**src/rtl/wram_port_pkg.sv**
```systemverilog
package wram_port_pkg;

    localparam int BYTE_W = 8;

    typedef enum logic [2:0] {
        OP_NONE,
        OP_DATA_WR,
        OP_DATA_RD,
        OP_PTR_WR,
        OP_OBUS_RD
    } port_op_e;

    typedef struct packed {
        logic              pend;
        logic              from_ram;
        logic [BYTE_W-1:0] last_byte;
    } rd_state_t;

endpackage

```
**src/rtl/wram_port_decode.sv**
```systemverilog
module wram_port_decode
    import wram_port_pkg::*;
#(
    parameter int              OFF_W    = 8,
    parameter logic [OFF_W-1:0] BASE_OFF = 8'h80,
    parameter int              LANES    = 3
) (
    input  logic             bus_en,
    input  logic             bus_we,
    input  logic [OFF_W-1:0] bus_off,
    output port_op_e         op,
    output logic [LANES-1:0] lane_sel
);

    localparam logic [OFF_W-1:0] LAST_OFF = BASE_OFF + OFF_W'(LANES);

    logic in_win;
    logic is_data;

    assign in_win  = (bus_off >= BASE_OFF) && (bus_off <= LAST_OFF);
    assign is_data = (bus_off == BASE_OFF);

    for (genvar k = 0; k < LANES; k++) begin : g_lane
        localparam logic [OFF_W-1:0] LANE_OFF = BASE_OFF + OFF_W'(k + 1);
        assign lane_sel[k] = bus_en && bus_we && (bus_off == LANE_OFF);
    end

    always_comb begin
        op = OP_NONE;
        if (bus_en && in_win) begin
            if (is_data) begin
                op = bus_we ? OP_DATA_WR : OP_DATA_RD;
            end else begin
                op = bus_we ? OP_PTR_WR : OP_OBUS_RD;
            end
        end
    end

endmodule

```
**src/rtl/wram_port_ptr.sv**
```systemverilog
module wram_port_ptr
    import wram_port_pkg::*;
#(
    parameter int PTR_W = 17,
    parameter int LANES = (PTR_W + BYTE_W - 1) / BYTE_W
) (
    input  logic              clk,
    input  logic              rst_n,
    input  logic              step,
    input  logic [LANES-1:0]  lane_sel,
    input  logic [BYTE_W-1:0] wdata,
    output logic [PTR_W-1:0]  ptr_q
);

    logic [PTR_W-1:0] ptr_d;
    logic [PTR_W-1:0] lane_mask [LANES];
    logic [PTR_W-1:0] lane_bits [LANES];

    for (genvar k = 0; k < LANES; k++) begin : g_lane
        localparam int LO = k * BYTE_W;
        localparam int W  = ((PTR_W - LO) < BYTE_W) ? (PTR_W - LO) : BYTE_W;
        logic [PTR_W-1:0] ext;
        assign ext          = PTR_W'(wdata[W-1:0]);
        assign lane_bits[k] = ext << LO;
        assign lane_mask[k] = PTR_W'((1 << W) - 1) << LO;
    end

    always_comb begin
        ptr_d = ptr_q;
        if (step) begin
            ptr_d = ptr_q + PTR_W'(1);
        end
        for (int k = 0; k < LANES; k++) begin
            if (lane_sel[k]) begin
                ptr_d = (ptr_d & ~lane_mask[k]) | lane_bits[k];
            end
        end
    end

    always_ff @(posedge clk) begin
        if (!rst_n) begin
            ptr_q <= '0;
        end else begin
            ptr_q <= ptr_d;
        end
    end

endmodule

```
**src/rtl/wram_port_rdpath.sv**
```systemverilog
module wram_port_rdpath
    import wram_port_pkg::*;
(
    input  logic              clk,
    input  logic              rst_n,
    input  port_op_e          op,
    input  logic [BYTE_W-1:0] wdata,
    input  logic [BYTE_W-1:0] ram_rdata,
    output logic [BYTE_W-1:0] rdata,
    output logic              rvalid
);

    rd_state_t st_d;
    rd_state_t st_q;

    assign rvalid = st_q.pend;
    assign rdata  = st_q.from_ram ? ram_rdata : st_q.last_byte;

    always_comb begin
        st_d          = st_q;
        st_d.pend     = (op == OP_DATA_RD) || (op == OP_OBUS_RD);
        st_d.from_ram = (op == OP_DATA_RD);
        if (st_q.pend) begin
            st_d.last_byte = rdata;
        end
        if ((op == OP_DATA_WR) || (op == OP_PTR_WR)) begin
            st_d.last_byte = wdata;
        end
    end

    always_ff @(posedge clk) begin
        if (!rst_n) begin
            st_q <= '0;
        end else begin
            st_q <= st_d;
        end
    end

endmodule

```
**src/rtl/wram_port.sv**
```systemverilog
module wram_port
    import wram_port_pkg::*;
#(
    parameter int               PTR_W    = 17,
    parameter int               OFF_W    = 8,
    parameter logic [OFF_W-1:0] BASE_OFF = 8'h80
) (
    input  logic              clk,
    input  logic              rst_n,
    input  logic              bus_en,
    input  logic              bus_we,
    input  logic [OFF_W-1:0]  bus_off,
    input  logic [BYTE_W-1:0] bus_wdata,
    output logic [BYTE_W-1:0] bus_rdata,
    output logic              bus_rvalid,
    output logic [PTR_W-1:0]  ram_addr,
    output logic [BYTE_W-1:0] ram_wdata,
    output logic              ram_we,
    input  logic [BYTE_W-1:0] ram_rdata
);

    localparam int LANES = (PTR_W + BYTE_W - 1) / BYTE_W;

    port_op_e         op;
    logic [LANES-1:0] lane_sel;
    logic             step;

    wram_port_decode #(
        .OFF_W    (OFF_W),
        .BASE_OFF (BASE_OFF),
        .LANES    (LANES)
    ) u_decode (
        .bus_en   (bus_en),
        .bus_we   (bus_we),
        .bus_off  (bus_off),
        .op       (op),
        .lane_sel (lane_sel)
    );

    assign step = (op == OP_DATA_WR) || (op == OP_DATA_RD);

    wram_port_ptr #(
        .PTR_W (PTR_W),
        .LANES (LANES)
    ) u_ptr (
        .clk      (clk),
        .rst_n    (rst_n),
        .step     (step),
        .lane_sel (lane_sel),
        .wdata    (bus_wdata),
        .ptr_q    (ram_addr)
    );

    wram_port_rdpath u_rdpath (
        .clk       (clk),
        .rst_n     (rst_n),
        .op        (op),
        .wdata     (bus_wdata),
        .ram_rdata (ram_rdata),
        .rdata     (bus_rdata),
        .rvalid    (bus_rvalid)
    );

    assign ram_we    = (op == OP_DATA_WR);
    assign ram_wdata = bus_wdata;

endmodule

```
**config.mk**
```make
export PLATFORM = sky130hd
export DESIGN_NAME = wram_port
export DESIGN_NICKNAME = d
export VERILOG_FILES = /design/src/rtl/wram_port_pkg.sv /design/src/rtl/wram_port_decode.sv /design/src/rtl/wram_port_ptr.sv /design/src/rtl/wram_port_rdpath.sv /design/src/rtl/wram_port.sv
export SDC_FILE = /design/constraint.sdc
export NUM_CORES = 1
export LEC_CHECK = 0
export BUFFER_PORTS_ARGS = -buffer_cell sky130_fd_sc_hd__buf_2
export CORE_MARGIN = 2
export CORE_UTILIZATION = 44
export DETAILED_ROUTE_END_ITERATION = 8
export GPL_ROUTABILITY_DRIVEN = 0
export GPL_TIMING_DRIVEN = 0
export PLACE_DENSITY = 0.79
export RECOVER_POWER = 100
export SLEW_MARGIN = 10
export SYNTH_ARGS = -nofsm -noshare
export SYNTH_HDL_FRONTEND = slang
export SYNTH_HIERARCHICAL = 1
export SYNTH_SLANG_ARGS = --single-unit
```
**constraint.sdc**
```tcl
create_clock -name clk -period 3.75 [get_ports clk]
set_input_delay 0.375 -clock clk [delete_from_list [all_inputs] [get_ports clk]]
set_output_delay 0.375 -clock clk [all_outputs]
set_load 0.01 [all_outputs]
```
==> qor.yml <==
clocking:
  clock_sinks: 27
  cts_buffers: 3
  clockBufferDepth: 2
  cts-root-buf: "clkbuf_8"
  postCtsHoldBufs: 0
  h-tree-depth: 1
  insertion_delay_ns: 0.28
  clk_pin_slew_worst_paths_ns: 0.10
  cts_tree: "done"
yosys:
  synth_seq_cells: 27
  synth_top_area_cell: "dfxtp_1"
  synth_flop_cell: "dfxtp_1"
  yosys_warnings: 6
  yosysUniqueCellTypes: 41
  async_flop_share: 0
  synthTopCellsByArea: "dfxtp_1 32%, mux2_1 5.3%, o21ai_0 4.4%"
  syn_nets: 232
  syn-cell-area_um2: 1690
  synth_edf_count: 0
  ys_seq_area_frac: 0.3198
  synth_top_area_frac: 0.3198
  postSynthAreaPerCell_um2: 8.410
  synthCells: 201
routing:
  dr.max_layer_used: "met4"
  ant_nets: 0
  dr.pass1.iters: 4
  wl_mm: 4.331
  num_vias: 1739
  first_iter_violations: 184
  viasPerCell: 5.469
  wl_per_cell_um: 13.62
  wl_met3_um: 331
  drc_errors: 0
  wl_met1_mm: 1.901
  dr_wl_met2_mm: 2.082
cells_and_area:
  areaGrowthSynthToFinish_pct: 24.57
  nNetsFinal: 302
  drive_gt1_frac: 0.2037
  antenna-diode-count: 0
  post-route-util: 0.5709
die:
  dieHeight_um: 65.98
  coreArea_um2: 3689
  row_count: 22
  pin_count: 63
  die_x_um: 65.98
  initial_utilization: 0.4583
  dieArea_um2: 4353
power:
  p_int_uw: 384.7
  p_leak_uw: 0.0008016
  switchingPower_uw: 118.4
  p_seq_frac: 0.572
  swShare: 0.2353
  combPwrFrac: 0.098
  clkPwrFrac: 0.330
  vdd_drop_max_v: 0.0001730
  powerDensity_nw_per_um2: 238.9
grt:
  grt_first_pass_wirelength_mm: 6.927
  grt_pass1_vias: 1505
  grt.total_usage: 0.2030
  grt_max_degree: 16
  grt_overflow: 0
  antenna_found_initial: 0
place:
  pre_cts_ws_ns: -0.2708
  hpwl_mm: 3.268
  port_buffers: 62
critical_path:
  endpoint_kind: "register"
  rrSetupSlack_ns: 1.96
  worst_setup_path_start_kind: "input port"
  worstSetupPathType: "in2reg"
  crit_fanout: 7
  critical_path_required_ns: 3.95
  critical_path_arrival_ns: 3.78
sta:
  finalHoldWorstSlack_ns: 0.4188
  slew_headroom: 0.5920
  setup_violations: 0
  tightest_slew_ns: 0.6073
  maxSlewViolCount: 0
  fin_ws_ns: 0.1735
  finalCriticalPeriod_ns: 3.577
  clock_skew_ns: 0.01070
  final_hold_viol_count: 0
  post-route-period-util: 0.9537
  fmax_ghz: 0.2796
job:
  cap_viol_max_count: 0
hold_path:
  hp-class: "in2reg"
status:
  status: "finished, final reports clean"
critical path: stages:
cell	delay [ns]
buf_2	0.09
or4b_1	0.50
buf_4	0.18
or4_4	0.47
ha_1	0.29
nand2_1	0.09
nor3_4	0.24
xnor2_1	0.09
nor2_1	0.10
buf_4	0.15
nand3_2	0.12
or3_4	0.39
or4_1	0.51
a31oi_1	0.16
cells in the mapped netlist (all sizes together) (5+ instances only):
cell type  number
buf            13
dfxtp          27
a31oi           9
o21ai          15
nand3b          8
mux2            8
nor4            5
nand3           6
xor2            7
nor3            9
or3b            8
nand4          10
a21oi           8
nand2          18
xnor2           8
logic make-up (layout without fill, tap and decap cells):
logic type / after synthesis / after routing / synth area share
xor gates and xnor gates: 15 / 15 / 0.07772
buffers and inverters: 23 / 92 / 0.07771
adders and majority gates: 3 / 3 / 0.02221
DFF: 27 / 27 / 0.3198
muxes: 9 / 9 / 0.05922
and+or+nand+nor: 87 / 87 / 0.3168
AOI/OAI and AO/OA: 37 / 37 / 0.1266
area by class of cell:
| type | instances | area [um^2] |
|---|---|---|
| fill | 388 | 1583 |
| multi-input combinational | 151 | 1035 |
| sequential | 27 | 540.5 |
| timing repair buffer | 65 | 291.5 |
| buffer | 17 | 110.1 |
| tap | 48 | 60.06 |
| clock buffer | 3 | 41.29 |
| inverter | 6 | 22.52 |
| clock inverter | 1 | 5.005 |
sequential cells by signal (all words and copies together) (netlist names):
signal	flops
u_ptr/ptr_q	17
u_rdpath/st_q	9
u_rdpath/rvalid	1
layout by cell type (no fill, tap or decap), types with 2 or more instances in the layout:
cell / Yosys / final
a211oi_1: 2 / 2
a21oi_1: 8 / 8
a31oi_1: 9 / 9
and2_1: 4 / 4
buf_2: 3 / 30
buf_4: 9 / 13
clkbuf_1: 4 / 38
clkbuf_8: 0 / 3
clkinv_1: 2 / 2
dfxtp_1: 27 / 27
ha_1: 3 / 3
inv_1: 4 / 4
mux2_1: 8 / 8
nand2_1: 18 / 18
nand2b_1: 2 / 2
nand3_1: 5 / 5
nand3b_1: 8 / 8
nand4_1: 9 / 9
nor2_1: 4 / 4
nor2b_1: 2 / 2
nor3_1: 9 / 8
nor4_1: 5 / 5
nor4b_1: 2 / 2
o211a_1: 2 / 2
o21ai_0: 15 / 15
or3b_1: 8 / 8
xnor2_1: 8 / 8
xor2_1: 7 / 7
per-stage QoR:
step / area [um^2] / setup TNS, ns / cells / total power (uW)
after floorplan: 1690 / 0 / 201 / 315.1
after global placement: 2061 / -0.1940 / 311 / 342.6
after detailed placement: 2061 / -0.2708 / 311 / 343.6
after CTS: 2107 / 0 / 315 / 511.5
after global routing: 2106 / -0.002470 / 318 / 525.5
final: 2106 / 0 / 318 / 503.0
final timing paths:
kind         cells after the start                to            start
max                             14   u_ptr/ptr_q[15]       bus_off[6]
min                              3  u_rdpath/st_q[2]     bus_wdata[2]
max reg2reg                      4   u_ptr/ptr_q[15]   u_ptr/ptr_q[0]
min reg2reg                      2   u_ptr/ptr_q[15]  u_ptr/ptr_q[15]
power by group through the flow:
stage / Clock (uW) / Sequential, uW / Combinational (uW)
floorplan: 0 / 294 / 20.7
global placement: 0 / 294 / 48.2
detailed placement: 0 / 294 / 49.1
CTS: 174 / 288 / 49.3
global route: 183 / 288 / 54.2
finish: 166 / 288 / 49.1
what timing repair did:
item	in CTS	in global routing
setup buffers	0	3
gates resized for setup	0	5
endpoints found under the setup margin	0	1
per-layer routing:
metal | vias to the layer above | GRT usage
met5 | - | 0
met1 | 794 | 0.2677
met4 | 0 | 0.04847
met2 | 80 | 0.3422
li1 | 863 | -
met3 | 2 | 0.03748
Power figures use the tool's default switching activity.
